`config.mk`:
```
export PLATFORM = sky130hd
export DESIGN_NAME = cal_seq
export DESIGN_NICKNAME = d
export VERILOG_FILES = /design/src/rtl/cal_seq_pkg.sv /design/src/rtl/cal_sat_trim.sv /design/src/rtl/cal_window.sv /design/src/rtl/cal_timer.sv /design/src/rtl/cal_seq.sv
export SDC_FILE = /design/constraint.sdc
export NUM_CORES = 1
export LEC_CHECK = 0
export BUFFER_PORTS_ARGS = -buffer_cell sky130_fd_sc_hd__clkbuf_2
export CORE_ASPECT_RATIO = 0.5
export CORE_MARGIN = 1.5
export CORE_UTILIZATION = 38
export CTS_BUF_LIST = sky130_fd_sc_hd__clkbuf_8
export DETAILED_ROUTE_END_ITERATION = 10
export PLACE_DENSITY = 0.62
export SLEW_MARGIN = 20
export SYNTH_ARGS = -nofsm -noshare
export SYNTH_HDL_FRONTEND = slang
export SYNTH_SLANG_ARGS = --single-unit
```
`constraint.sdc`:
```
create_clock -name clk -period 8 [get_ports clk]
set_input_delay 0.8 -clock clk [delete_from_list [all_inputs] [get_ports clk]]
set_output_delay 0.8 -clock clk [all_outputs]
set_load 0.01 [all_outputs]
```
`src/rtl/cal_seq_pkg.sv`:
```
package cal_seq_pkg;
    typedef enum logic [2:0] {
        ST_IDLE,
        ST_PWRUP,
        ST_OFS_SETTLE,
        ST_OFS_MEAS,
        ST_GAIN_SETTLE,
        ST_GAIN_MEAS,
        ST_FINISH
    } cal_state_e;
endpackage

```
`src/rtl/cal_sat_trim.sv`:
```
module cal_sat_trim #(
    parameter int W    = 7,
    parameter int INIT = 64
) (
    input  logic         clk,
    input  logic         rst_n,
    input  logic         step_up,
    input  logic         step_dn,
    output logic [W-1:0] code
);
    localparam logic [W-1:0] TOP  = '1;
    localparam logic [W-1:0] SEED = INIT[W-1:0];

    always_ff @(posedge clk or negedge rst_n) begin
        if (!rst_n) begin
            code <= SEED;
        end else if (step_up && code != TOP) begin
            code <= code + 1'b1;
        end else if (step_dn && code != '0) begin
            code <= code - 1'b1;
        end
    end
endmodule

```
`src/rtl/cal_window.sv`:
```
module cal_window #(
    parameter int W   = 8,
    parameter int TOL = 2
) (
    input  logic [W-1:0] sample,
    input  logic [W-1:0] target,
    output logic         below,
    output logic         above
);
    localparam logic [W:0] TOL_X = TOL[W:0];

    always_comb begin
        below = ({1'b0, sample} + TOL_X) < {1'b0, target};
        above = {1'b0, sample} > ({1'b0, target} + TOL_X);
    end
endmodule

```
`src/rtl/cal_timer.sv`:
```
module cal_timer #(
    parameter int PERIOD = 1000
) (
    input  logic clk,
    input  logic rst_n,
    input  logic count_en,
    output logic fire
);
    localparam int CW = $clog2(PERIOD + 1);
    localparam logic [CW-1:0] LAST = CW'(PERIOD - 1);

    logic [CW-1:0] cnt_q;

    assign fire = count_en && (cnt_q == LAST);

    always_ff @(posedge clk or negedge rst_n) begin
        if (!rst_n) begin
            cnt_q <= '0;
        end else if (!count_en || fire) begin
            cnt_q <= '0;
        end else begin
            cnt_q <= cnt_q + 1'b1;
        end
    end
endmodule

```
`src/rtl/cal_seq.sv`:
```
module cal_seq
    import cal_seq_pkg::*;
#(
    parameter int ADC_W          = 8,
    parameter int TRIM_W         = 7,
    parameter int VC_W           = 8,
    parameter int SETTLE_CYC     = 16,
    parameter int PERIOD         = 100000,
    parameter int MAX_ITER       = 128,
    parameter int WIN_TOL        = 2,
    parameter int OFS_TARGET     = 128,
    parameter int GAIN_TARGET    = 160,
    parameter int OFS_TEST_CODE  = 0,
    parameter int GAIN_TEST_CODE = 200,
    parameter int CAL_PORT       = 1,
    parameter int PARK_PORT      = 0
) (
    input  logic              clk,
    input  logic              rst_n,
    input  logic              start,
    input  logic              adc_valid,
    input  logic [ADC_W-1:0]  adc_data,
    output logic              stage_run,
    output logic              in_sel_cal,
    output logic              out_sw_close,
    output logic              adc_run,
    output logic              vref_dac_run,
    output logic [1:0]        mux_sel,
    output logic [VC_W-1:0]   test_code,
    output logic [TRIM_W-1:0] gain_trim,
    output logic [TRIM_W-1:0] ofs_trim,
    output logic              busy,
    output logic              done,
    output logic              fail
);
    localparam int SW = $clog2(SETTLE_CYC + 1);
    localparam int IW = $clog2(MAX_ITER + 1);
    localparam logic [SW-1:0]    SETTLE_LAST = SW'(SETTLE_CYC - 1);
    localparam logic [IW-1:0]    ITER_LAST   = IW'(MAX_ITER - 1);
    localparam logic [ADC_W-1:0] OFS_TGT     = ADC_W'(OFS_TARGET);
    localparam logic [ADC_W-1:0] GAIN_TGT    = ADC_W'(GAIN_TARGET);
    localparam int TRIM_MID = 1 << (TRIM_W - 1);

    cal_state_e     state_q, state_d;
    logic [SW-1:0]  settle_q;
    logic [IW-1:0]  iter_q;
    logic           launch_pend_q;
    logic           tmr_fire;
    logic           below, above, miss, last_try, in_meas, gain_ph, take;
    logic           launch, route_d;
    logic [ADC_W-1:0] target;

    assign in_meas  = (state_q == ST_OFS_MEAS) || (state_q == ST_GAIN_MEAS);
    assign gain_ph  = (state_q == ST_GAIN_MEAS);
    assign target   = gain_ph ? GAIN_TGT : OFS_TGT;
    assign miss     = below || above;
    assign last_try = (iter_q == ITER_LAST);
    assign take     = in_meas && adc_valid;
    assign launch   = (state_q == ST_IDLE) && (state_d == ST_PWRUP);

    cal_window #(.W(ADC_W), .TOL(WIN_TOL)) win_i (
        .sample (adc_data),
        .target (target),
        .below  (below),
        .above  (above)
    );

    cal_timer #(.PERIOD(PERIOD)) tmr_i (
        .clk      (clk),
        .rst_n    (rst_n),
        .count_en (state_q == ST_IDLE),
        .fire     (tmr_fire)
    );

    cal_sat_trim #(.W(TRIM_W), .INIT(TRIM_MID)) ofs_trim_i (
        .clk     (clk),
        .rst_n   (rst_n),
        .step_up (take && !gain_ph && below && !last_try),
        .step_dn (take && !gain_ph && above && !last_try),
        .code    (ofs_trim)
    );

    cal_sat_trim #(.W(TRIM_W), .INIT(TRIM_MID)) gain_trim_i (
        .clk     (clk),
        .rst_n   (rst_n),
        .step_up (take && gain_ph && below && !last_try),
        .step_dn (take && gain_ph && above && !last_try),
        .code    (gain_trim)
    );

    always_comb begin
        state_d = state_q;
        unique case (state_q)
            ST_IDLE:        if (launch_pend_q || start || tmr_fire) state_d = ST_PWRUP;
            ST_PWRUP:       state_d = ST_OFS_SETTLE;
            ST_OFS_SETTLE:  if (settle_q == SETTLE_LAST) state_d = ST_OFS_MEAS;
            ST_OFS_MEAS:
                if (adc_valid) begin
                    if (!miss)         state_d = ST_GAIN_SETTLE;
                    else if (last_try) state_d = ST_FINISH;
                    else               state_d = ST_OFS_SETTLE;
                end
            ST_GAIN_SETTLE: if (settle_q == SETTLE_LAST) state_d = ST_GAIN_MEAS;
            ST_GAIN_MEAS:
                if (adc_valid) begin
                    if (!miss || last_try) state_d = ST_FINISH;
                    else                   state_d = ST_GAIN_SETTLE;
                end
            ST_FINISH:      state_d = ST_IDLE;
            default:        state_d = ST_IDLE;
        endcase
    end

    always_ff @(posedge clk or negedge rst_n) begin
        if (!rst_n) begin
            state_q <= ST_IDLE;
        end else begin
            state_q <= state_d;
        end
    end

    always_ff @(posedge clk or negedge rst_n) begin
        if (!rst_n) begin
            settle_q      <= '0;
            iter_q        <= '0;
            launch_pend_q <= 1'b1;
        end else begin
            settle_q <= (state_d == state_q) ? settle_q + 1'b1 : '0;
            if (state_q == ST_IDLE) launch_pend_q <= 1'b0;
            if (state_q == ST_PWRUP || (state_q == ST_OFS_MEAS && state_d == ST_GAIN_SETTLE))
                iter_q <= '0;
            else if (take && miss)
                iter_q <= iter_q + 1'b1;
        end
    end

    assign route_d = (state_d == ST_OFS_SETTLE) || (state_d == ST_OFS_MEAS) ||
                     (state_d == ST_GAIN_SETTLE) || (state_d == ST_GAIN_MEAS);

    always_ff @(posedge clk or negedge rst_n) begin
        if (!rst_n) begin
            stage_run    <= 1'b0;
            in_sel_cal   <= 1'b0;
            out_sw_close <= 1'b0;
            adc_run      <= 1'b0;
            vref_dac_run <= 1'b0;
            mux_sel      <= 2'(PARK_PORT);
            test_code    <= '0;
            busy         <= 1'b0;
            done         <= 1'b0;
            fail         <= 1'b0;
        end else begin
            stage_run    <= stage_run || (state_d == ST_PWRUP);
            in_sel_cal   <= route_d;
            out_sw_close <= route_d;
            adc_run      <= route_d;
            vref_dac_run <= route_d;
            mux_sel      <= route_d ? 2'(CAL_PORT) : 2'(PARK_PORT);
            if (state_d == ST_GAIN_SETTLE || state_d == ST_GAIN_MEAS)
                test_code <= VC_W'(GAIN_TEST_CODE);
            else
                test_code <= VC_W'(OFS_TEST_CODE);
            busy <= (state_d != ST_IDLE);
            if (launch) begin
                done <= 1'b0;
                fail <= 1'b0;
            end else begin
                if (take && miss && last_try) fail <= 1'b1;
                if (state_q == ST_FINISH && !fail) done <= 1'b1;
            end
        end
    end
endmodule

```
# == Yosys cells after proc, flatten, opt, wreduce, memory -nomap -nowiden ==
# Cells that the tools add are included.
# classes
n_mux,24
n_eq_ne,17
addsub,9
magnitude_cmp,2
reduce_logical,47
# ops
cell,count
two-way mux 7 bit,4
two-way mux 8 bit,3
logical AND 1 bit,21
two-way mux 3 bit,7
"adder 8 x 2 -> 9 bit, second input constant",2
case mux 3 bit (6 select lines),1
"adder 17 x 1 -> 17 bit, second input constant",1
"== test 17 bit, second input constant",1
two-way mux 17 bit,1
"== test 3 bit, second input constant",5
"adder 7 x 1 -> 7 bit, second input constant",2
"!= test 7 bit, second input constant",2
nonzero test 7 bit,2
"subtractor 7 x 1 -> 7 bit, second input constant",2
"== test 3 x 2 -> 1 bit, second input constant",4
logical OR 1 bit,12
nonzero test 2 bit,5
greater-than comparator 8 x 9 -> 1 bit,1
< comparator 9 x 8 -> 1 bit,1
"adder 8 x 1 -> 8 bit, second input constant",1
"== test 8 x 7 -> 1 bit, second input constant",1
"== test 3 x 1 -> 1 bit, second input constant",2
two-way mux 6 bit,1
"adder 5 x 1 -> 5 bit, second input constant",1
8 further kinds,16
# word_totals
inputBits,12
ff_bits,62
wordCells,113
out_inout_bits,32

# == Longest topological paths before layout ==
# Gate-level depths: netlist of run 1.
# depth
depth_word,15
depth_mapped,13
depth_no_buf,12

# == Hierarchy ==
# A second synthesis of run 1 with hierarchy kept.
# unflattened
hier_cells,378
area_unflattened_um2,3742.3
# by_module_without_submodules
mod,area_per_inst_um2,seq_area_each_um2,instances,cells_per_inst
cal_seq,1249.9,576.8,1,129
cal_sat_trim,546.8,176.4,2,46
cal_timer,863.3,425.4,1,86
cal_window,535.5,0.0,1,71

# == Worst setup path after synthesis of run 1 ==
# No wires, ideal clock.
# synth_path
path_kind,input to register
start,in adc_data[6]
end,reg gain_trim_i.code[6]
arrival_ps,2802
path_stages,11
required_time_ps,7918
path_buffers,0
setup_time_ps,82
setup_slack_ps,5116
path_cell_list,o21ai_0 > o211ai_1 > a21oi_1 > nand2_1 > fa_1 > a211oi_1 > o21bai_1 > a21oi_1 > nor3b_1 > o21ai_0 > xnor2_1
# synth_via
elab_chain_len,6
elab_cells_between_ends,11
classes_between,1 x add/sub; 2 x order compare; 1 x mux; 7 x reduce/logical
# synth_lines
element,line_no,rtl
start: declaration,cal_seq.sv:22,"input logic [ADC_W-1:0] adc_data,"
adder 8 x 2 -> 9 bit,cal_window.sv:13,"below = ({1'b0, sample} + TOL_X) < {1'b0, target};"
< comparator 9 x 8 -> 1 bit,cal_window.sv:13,
logical AND 1 bit (2 in a row),cal_seq.sv:86,".step_up (take && gain_ph && below && !last_try),"
logical AND 1 bit,cal_sat_trim.sv:17,end else if (step_up && code != TOP) begin
two-way mux 7 bit / nonzero test 2 bit (equally long branches),n/a,
end signal: assignment,cal_sat_trim.sv:18,code <= code + 1'b1;
end signal: assignment,cal_sat_trim.sv:20,code <= code - 1'b1;
end: declaration,cal_sat_trim.sv:9,output logic [W-1:0] code
# Parallel ways exist; a longest one is shown, timed or not.
# A chain may end at the register's enable or synchronous reset.

# == Worst setup path after layout of run 1 ==
# layout_path
start,reg state_q[2]
end,reg gain_trim_i.code[6]
# layout_via
elab_chain_len,8
elab_cells_between_ends,17
classes_between,1 x add/sub; 2 x order compare; 2 x eq/ne; 2 x mux; 10 x reduce/logical
# layout_lines
element,line_no,rtl
start: declaration,cal_seq.sv:44,"cal_state_e state_q, state_d;"
start signal: assignment,cal_seq.sv:118,state_q <= state_d;
== test 3 bit / == test 3 x 2 -> 1 bit (equally long branches),"cal_seq.sv:53, cal_seq.sv:54",
two-way mux 6 bit / logical OR 1 bit (equally long branches),"cal_seq.sv:55, cal_seq.sv:53",
adder 8 x 2 -> 9 bit / logical AND 1 bit (equally long branches),"cal_window.sv:14, cal_seq.sv:58",
greater-than comparator 8 x 9 -> 1 bit / logical AND 1 bit (equally long branches),"cal_window.sv:14, cal_seq.sv:86, cal_seq.sv:87",
"logical AND 1 bit, on equally long branches (2 in a row)","cal_seq.sv:87, cal_seq.sv:86",
"logical AND 1 bit, on equally long branches","cal_sat_trim.sv:19, cal_sat_trim.sv:17",
nonzero test 2 bit (no source line) / two-way mux 7 bit (equally long branches),n/a,
# Parallel ways exist; a longest one is shown, timed or not.

==> results of run 1 <==
## flip-flops by register name (all words and copies together), names as in the netlist
signal            count
launch_pend_q         1
ofs_trim_i.code       7
settle_q              5
state_q               3
stage_run             1
fail                  1
busy                  1
done                  1
mux_sel               1
iter_q                8
test_code             1
tmr_i.cnt_q          17
gain_trim_i.code      7
## power breakdown
group,leakage (nW),switching (W),total [W],internal [W]
clock,0.0519,0.0000879,0.000147,0.0000587
combinational,0.838,0.000145,0.000271,0.000127
sequential,0.701,0.0000565,0.000383,0.000327
total,1.59,0.000289,0.000801,0.000512
## cell families (layout without fill, tap and decap cells)
logic type,Yosys count,after routing,share of synthesized area
and+or+nand+nor,123,123,0.194
xor gates and xnor gates,36,36,0.100
buffers and inverters,30,58,0.0533
other,1,6,0.00119
adders and majority gates,18,18,0.0756
AOI/OAI and AO/OA,49,49,0.109
muxes,10,10,0.0350
DFF,54,54,0.431
## layout make-up
type / instances / area [um^2]
clock inverter: 3 / 11.3
tap: 112 / 140
sequential: 54 / 1360
fill: 775 / 4550
multi-input combinational: 242 / 1640
timing repair buffer: 38 / 193
inverter: 12 / 45.0
clock buffer: 5 / 68.8
## cell usage in the layout, fill, tap and decap left out, types with 5 or more instances in the layout
cell,netlist,layout
dfrtp_1,51,51
nor2_1,44,44
clkbuf_2,0,37
xnor2_1,22,22
nand2_1,19,19
a21oi_1,16,16
inv_1,12,15
ha_1,15,15
xor2_1,14,14
nand3_1,13,13
nor3_1,8,8
o21ai_0,8,8
and3_1,6,6
nand4_1,6,6
conb_1,1,6
nor4_1,5,5
nor2b_1,5,5
clkbuf_8,0,5
## per-layer routing
layer / share of wire / vias to the layer above / GRT usage
li1: - / 1153 / -
met1: 0.47 / 1111 / 0.177
met2: 0.48 / 47 / 0.263
met3: 0.039 / 7 / 0.0338
met4: 0.0094 / 0 / 0.0389
met5: 0 / - / 0
## metrics by stage
step           utilization  hold slack (ns)  total power, W  area, um^2
6_report             0.432            0.470        0.000801        3450
5_1_grt              0.432            0.500        0.000868        3450
4_1_cts              0.432            0.475        0.000812        3450
3_5_place_dp         0.422            0.460        0.000664        3370
3_3_place_gp         0.422            0.444        0.000648        3370
2_1_floorplan            -            0.433        0.000587        3160
## how the worst max path moves through the flow
stage	start	endpoint	slack, ns
floorplan	adc_data[6]	gain_trim_i.code[6]	5.12
global placement	adc_data[6]	gain_trim_i.code[6]	4.79
finish	state_q[2]	gain_trim_i.code[6]	4.78
CTS	state_q[2]	gain_trim_i.code[6]	4.77
global route	state_q[2]	gain_trim_i.code[6]	4.42
detailed placement	adc_data[6]	gain_trim_i.code[6]	4.67
==> flow_summary.toml, run 1 <==
[critical_path]
cp_cell_sequence = "and3b_1 -> o21ai_0 -> a21oi_1 -> nand2_1 -> fa_1 -> a211oi_1 -> o21bai_1 -> a21oi_1 -> nor3b_1 -> o21ai_0 -> xnor2_1"
critPathTopFamily = "compound AO/OA/AOI/OAI gates"
required_ns = 8.24
crit_path_start_kind = "flop"
r2r-end = "gain_trim_i.code[6]"
crit_fanout = 9
crit_buf_inv = 0
critPathArrivalTime_ns = 3.46
ff2ff_path_depth = 11
cp_slowest_cell = "dfrtp_1"
worst_setup_path_end_kind = "flop"
reg2reg_slack_ns = 4.78
critical_path_class = "flop to flop"
r2r-start = "state_q[2]"
path_depth = 11
crit_path_max_incr_delay_ns = 0.55

[synth]
netlist.area_leader.share = 0.406
synthCells = 321
yosys_warnings = 0
yosysTopAreaCell = "dfrtp_1"
ys_ff_latch = 54
synth_seq_area_share = 0.431
ys_types = 51
syn_avg_cell_area_um2 = 9.80
synthTopCellsByArea = "dfrtp_1, xnor2_1, ha_1"
synth_async_sr_flop_share = 1.00
synth_edf_count = 0
synth.most_common_cell = "dfrtp_1"
yosys-top-cells-count = "dfrtp_1, nor2_1, xnor2_1, nand2_1, a21oi_1"
syn_area_mm2 = 0.00314
ys.flop_type = "dfrtp_1"

[floorplan]
dieWidth_um = 132
ios = 44
fp-row-count = 23
die_y_um = 67.3
die_area_mm2 = 0.00886
coreArea_mm2 = 0.00800
start_util = 0.393

[detailed_routing]
wl_per_cell_um = 12.8
ant_nets = 0
vias = 2318
drc = 0
drt_first_pass_iters = 4
dr.first_iter.drc_count = 104
vias_per_cell = 4.97
finalWirelength_um = 5960

[placement]
pre_cts_slack_ns = 4.67
port_buffers = 37
dp.final_hpwl_um = 4570
place_congestion = 0.798
placed_cells = 458

[global_routing]
grt_antenna_before_repair = 0
first_global_vias = 2282
grt-ovfl-total = 0
grt_max_degree = 55
track_usage = 0.145
grt_pass1_wl_um = 10300

[clocking]
cts_sinks = 54
cts_buffers = 5
ctsHoldBuffers = 0
clkSlewWorstSetupHoldPaths_ns = 0.09
cts_setup_buffers = 0
cts_buffer_depth = 2
root_buffer = "clkbuf_8"
ctsHtreeMaxLevel = 2
cts.repair.resized = 0
cts_tree = "yes"
clk_latency_ns = 0.31

[outcome]
status = "finished, final reports clean"

[layout]
diodes = 0
fin_nets = 382
layout-drive-gt1-share = 0.161
area_growth_pct = 9.83
layout.cells.non_filler = 466

[worst_hold_path]
hold_depth = 1
worstHoldStart = "settle_q[0]"
holdPathEnd = "settle_q[0]"
hp-class = "flop to flop"

[sta]
finalHoldViolations = 0
skew_ns = 0.00356
report.final.slew_viol_count = 0
fin_crit_ns = 3.22
setup_viol = 0
rsz0062_at_grt = "false"
layout_setup_ws_ns = 4.78
fmax_mhz = 310
relSlewSlack = 0.550
fin_crit_sh = 0.403
setup_tns_ns = 0
tightestPinTransition_ns = 0.675

[power_and_ir_drop]
powerDensity_mw_per_mm2 = 232
p_leak_nw = 1.59
peakVddDrop_mv = 0.0957

[job]
max_cap_violations = 0
No activity file was read; power rests on OpenSTA's default activity.
==> inputs of run 2 (changes only) <==
Clock period 8 ns to 3.2 ns, I/O delays scaled along.
==> run 2 against run 1 <==
Effect of this change: sequential power grew 150%; highest routed layer unchanged; largest power group unchanged; sequential share of layout area shrank 0.55 points; via count grew 1.4%; die area is the same; first-iteration DRC count grew 8.7%; total power grew to 2.6 times the previous value; worst hold slack lost 0.42 ns; utilization grew 0.61 points; final area grew 1.4%; global-route usage grew 0.28 points; flip-flop and latch count is the same.
==> flow_summary.toml, run 2 (same netlist as run 1, synthesis figures left out) <==
[outcome]
status = "finished, final reports clean"

[layout]
largest_reg_flops = 17
layout.cells.non_filler = 468
layout.cells.most_common_list = "dfrtp_1, nor2_1, clkbuf_2, xnor2_1, nand2_1"
layout-drive-gt1-share = 0.183
fin_nets = 384
area_growth_pct = 11.4
layout_commonest_cell = "dfrtp_1"
diodes = 0
regMostFlops = "tmr_i.cnt_q"
final_area_mm2 = 0.00350
top_regs = "tmr_i.cnt_q x17, iter_q x8"

[global_routing]
grt_pass1_wl_um = 10700
grt_antenna_before_repair = 0
met2_usage = 0.276
grt_max_degree = 29
busiest_layer = "met2"
first_global_vias = 2359
use_met3 = 0.0255
grt_util_met1 = 0.182
grt-ovfl-total = 0
track_usage = 0.147

[detailed_routing]
drc = 0
drt_first_pass_iters = 4
finalWirelength_um = 6130
ant_nets = 0
vias_per_cell = 5.02
vias = 2350
wl_per_cell_um = 13.1
dr.first_iter.drc_count = 113

[critical_path]
critical_path_class = "flop to flop"
r2r-end = "gain_trim_i.code[6]"
crit_fanout = 8
critPathArrivalTime_ns = 3.18
worst_setup_path_end_kind = "flop"
ff2ff_path_depth = 11
required_ns = 3.44
r2r-start = "state_q[1]"
crit_path_start_kind = "flop"
reg2reg_slack_ns = 0.26

[floorplan]
die_y_um = 67.3
die_area_mm2 = 0.00886
fp-row-count = 23
coreArea_mm2 = 0.00800
ios = 44
dieWidth_um = 132
start_util = 0.393

[placement]
placed_cells = 460
placed_area_mm2 = 0.00339
port_buffers = 37
place_congestion = 0.808
dp.final_hpwl_um = 4660

[sta]
fin_crit_sh = 0.919
relSlewSlack = 0.524
finalHoldViolations = 0
fmax_mhz = 340
tightestPinTransition_ns = 0.714
setup_viol = 0
report.final.slew_viol_count = 0
fin_crit_ns = 2.94
skew_ns = 0.00891

[power_and_ir_drop]
seq_power_share = 0.461
p_int_w = 0.00134
p_sw_w = 0.000722
p_leak_nw = 1.61
clkPwrFrac = 0.203
combinationalPowerShare = 0.336
peakVddDrop_mv = 0.194
p_sw_frac = 0.351
powerDensity_mw_per_mm2 = 588

[clocking]
clkSlewWorstSetupHoldPaths_ns = 0.09
cts_buffers = 5
clk_latency_ns = 0.30
cts_buffer_depth = 2
ctsHtreeMaxLevel = 2
cts_tree = "yes"
root_buffer = "clkbuf_8"
cts_sinks = 54

[worst_hold_path]
hp-class = "primary input to async pin"

[job]
max_cap_violations = 0
[run 2: power groups by stage]
stage               clock, W  sequential (W)  combinational [W]
finish              0.000417        0.000949           0.000692
global route        0.000460        0.000974           0.000790
CTS                 0.000435        0.000950           0.000707
detailed placement         0        0.000963           0.000703
global placement           0        0.000949           0.000671
floorplan                  0        0.000957           0.000510
[run 2: cell type report]
class | instances | area, um^2
fillers | 763 | 4500
multi-input cells | 242 | 1650
flip-flops and latches | 54 | 1360
repair buffers | 40 | 208
well taps | 112 | 140
clock buffers | 7 | 96.3
inverters | 12 | 45.0
clock inverters | 1 | 8.76
[run 2: worst max-delay path by stage]
stage                           from  cells after the start                   to
after detailed placement  state_q[1]                     11  gain_trim_i.code[6]
after floorplan           state_q[1]                     13  gain_trim_i.code[6]
final                     state_q[1]                     11  gain_trim_i.code[6]
after CTS                 state_q[1]                     11  gain_trim_i.code[6]
after global routing      state_q[1]                     11  gain_trim_i.code[6]
after global placement    state_q[1]                     11  gain_trim_i.code[6]
[run 2: layer usage]
metal,up-vias,share of wire,wire length [um]
li1,1156,-,-
met2,52,0.50,3060
met1,1131,0.45,2760
met5,-,0,0
met3,11,0.037,225
met4,0,0.012,76
[run 2: worst max-delay path, stage by stage (launching register included)]
cell and delay (ns):
dfrtp_1 0.46, and3b_2 0.33, o21ai_0 0.16, a21oi_1 0.26, nand2_2 0.15, fa_1 0.46
a211oi_2 0.30, o21bai_1 0.11, a21oi_1 0.18, nor3b_1 0.19, o21ai_0 0.13, xnor2_1 0.15
[run 2: through the flow]
step                      power [W]  setup slack (ns)   util  hold WS (ns)  TNS (ns)
after floorplan             0.00147             0.437      -        0.0244         0
after global placement      0.00162             0.278  0.424         0.393         0
after detailed placement    0.00167             0.174  0.424         0.410         0
after CTS                   0.00209             0.148  0.437        0.0716         0
after global routing        0.00222           -0.0374  0.438        0.0943   -0.0374
final                       0.00206             0.261  0.438        0.0484         0
[run 2: what timing repair did]
item                       in CTS  in global routing
setup endpoints to repair       0                  2
hold endpoints to repair        0                  0
gates resized for setup         0                  3
buffers inserted                0                  0
hold buffers                    0                  0
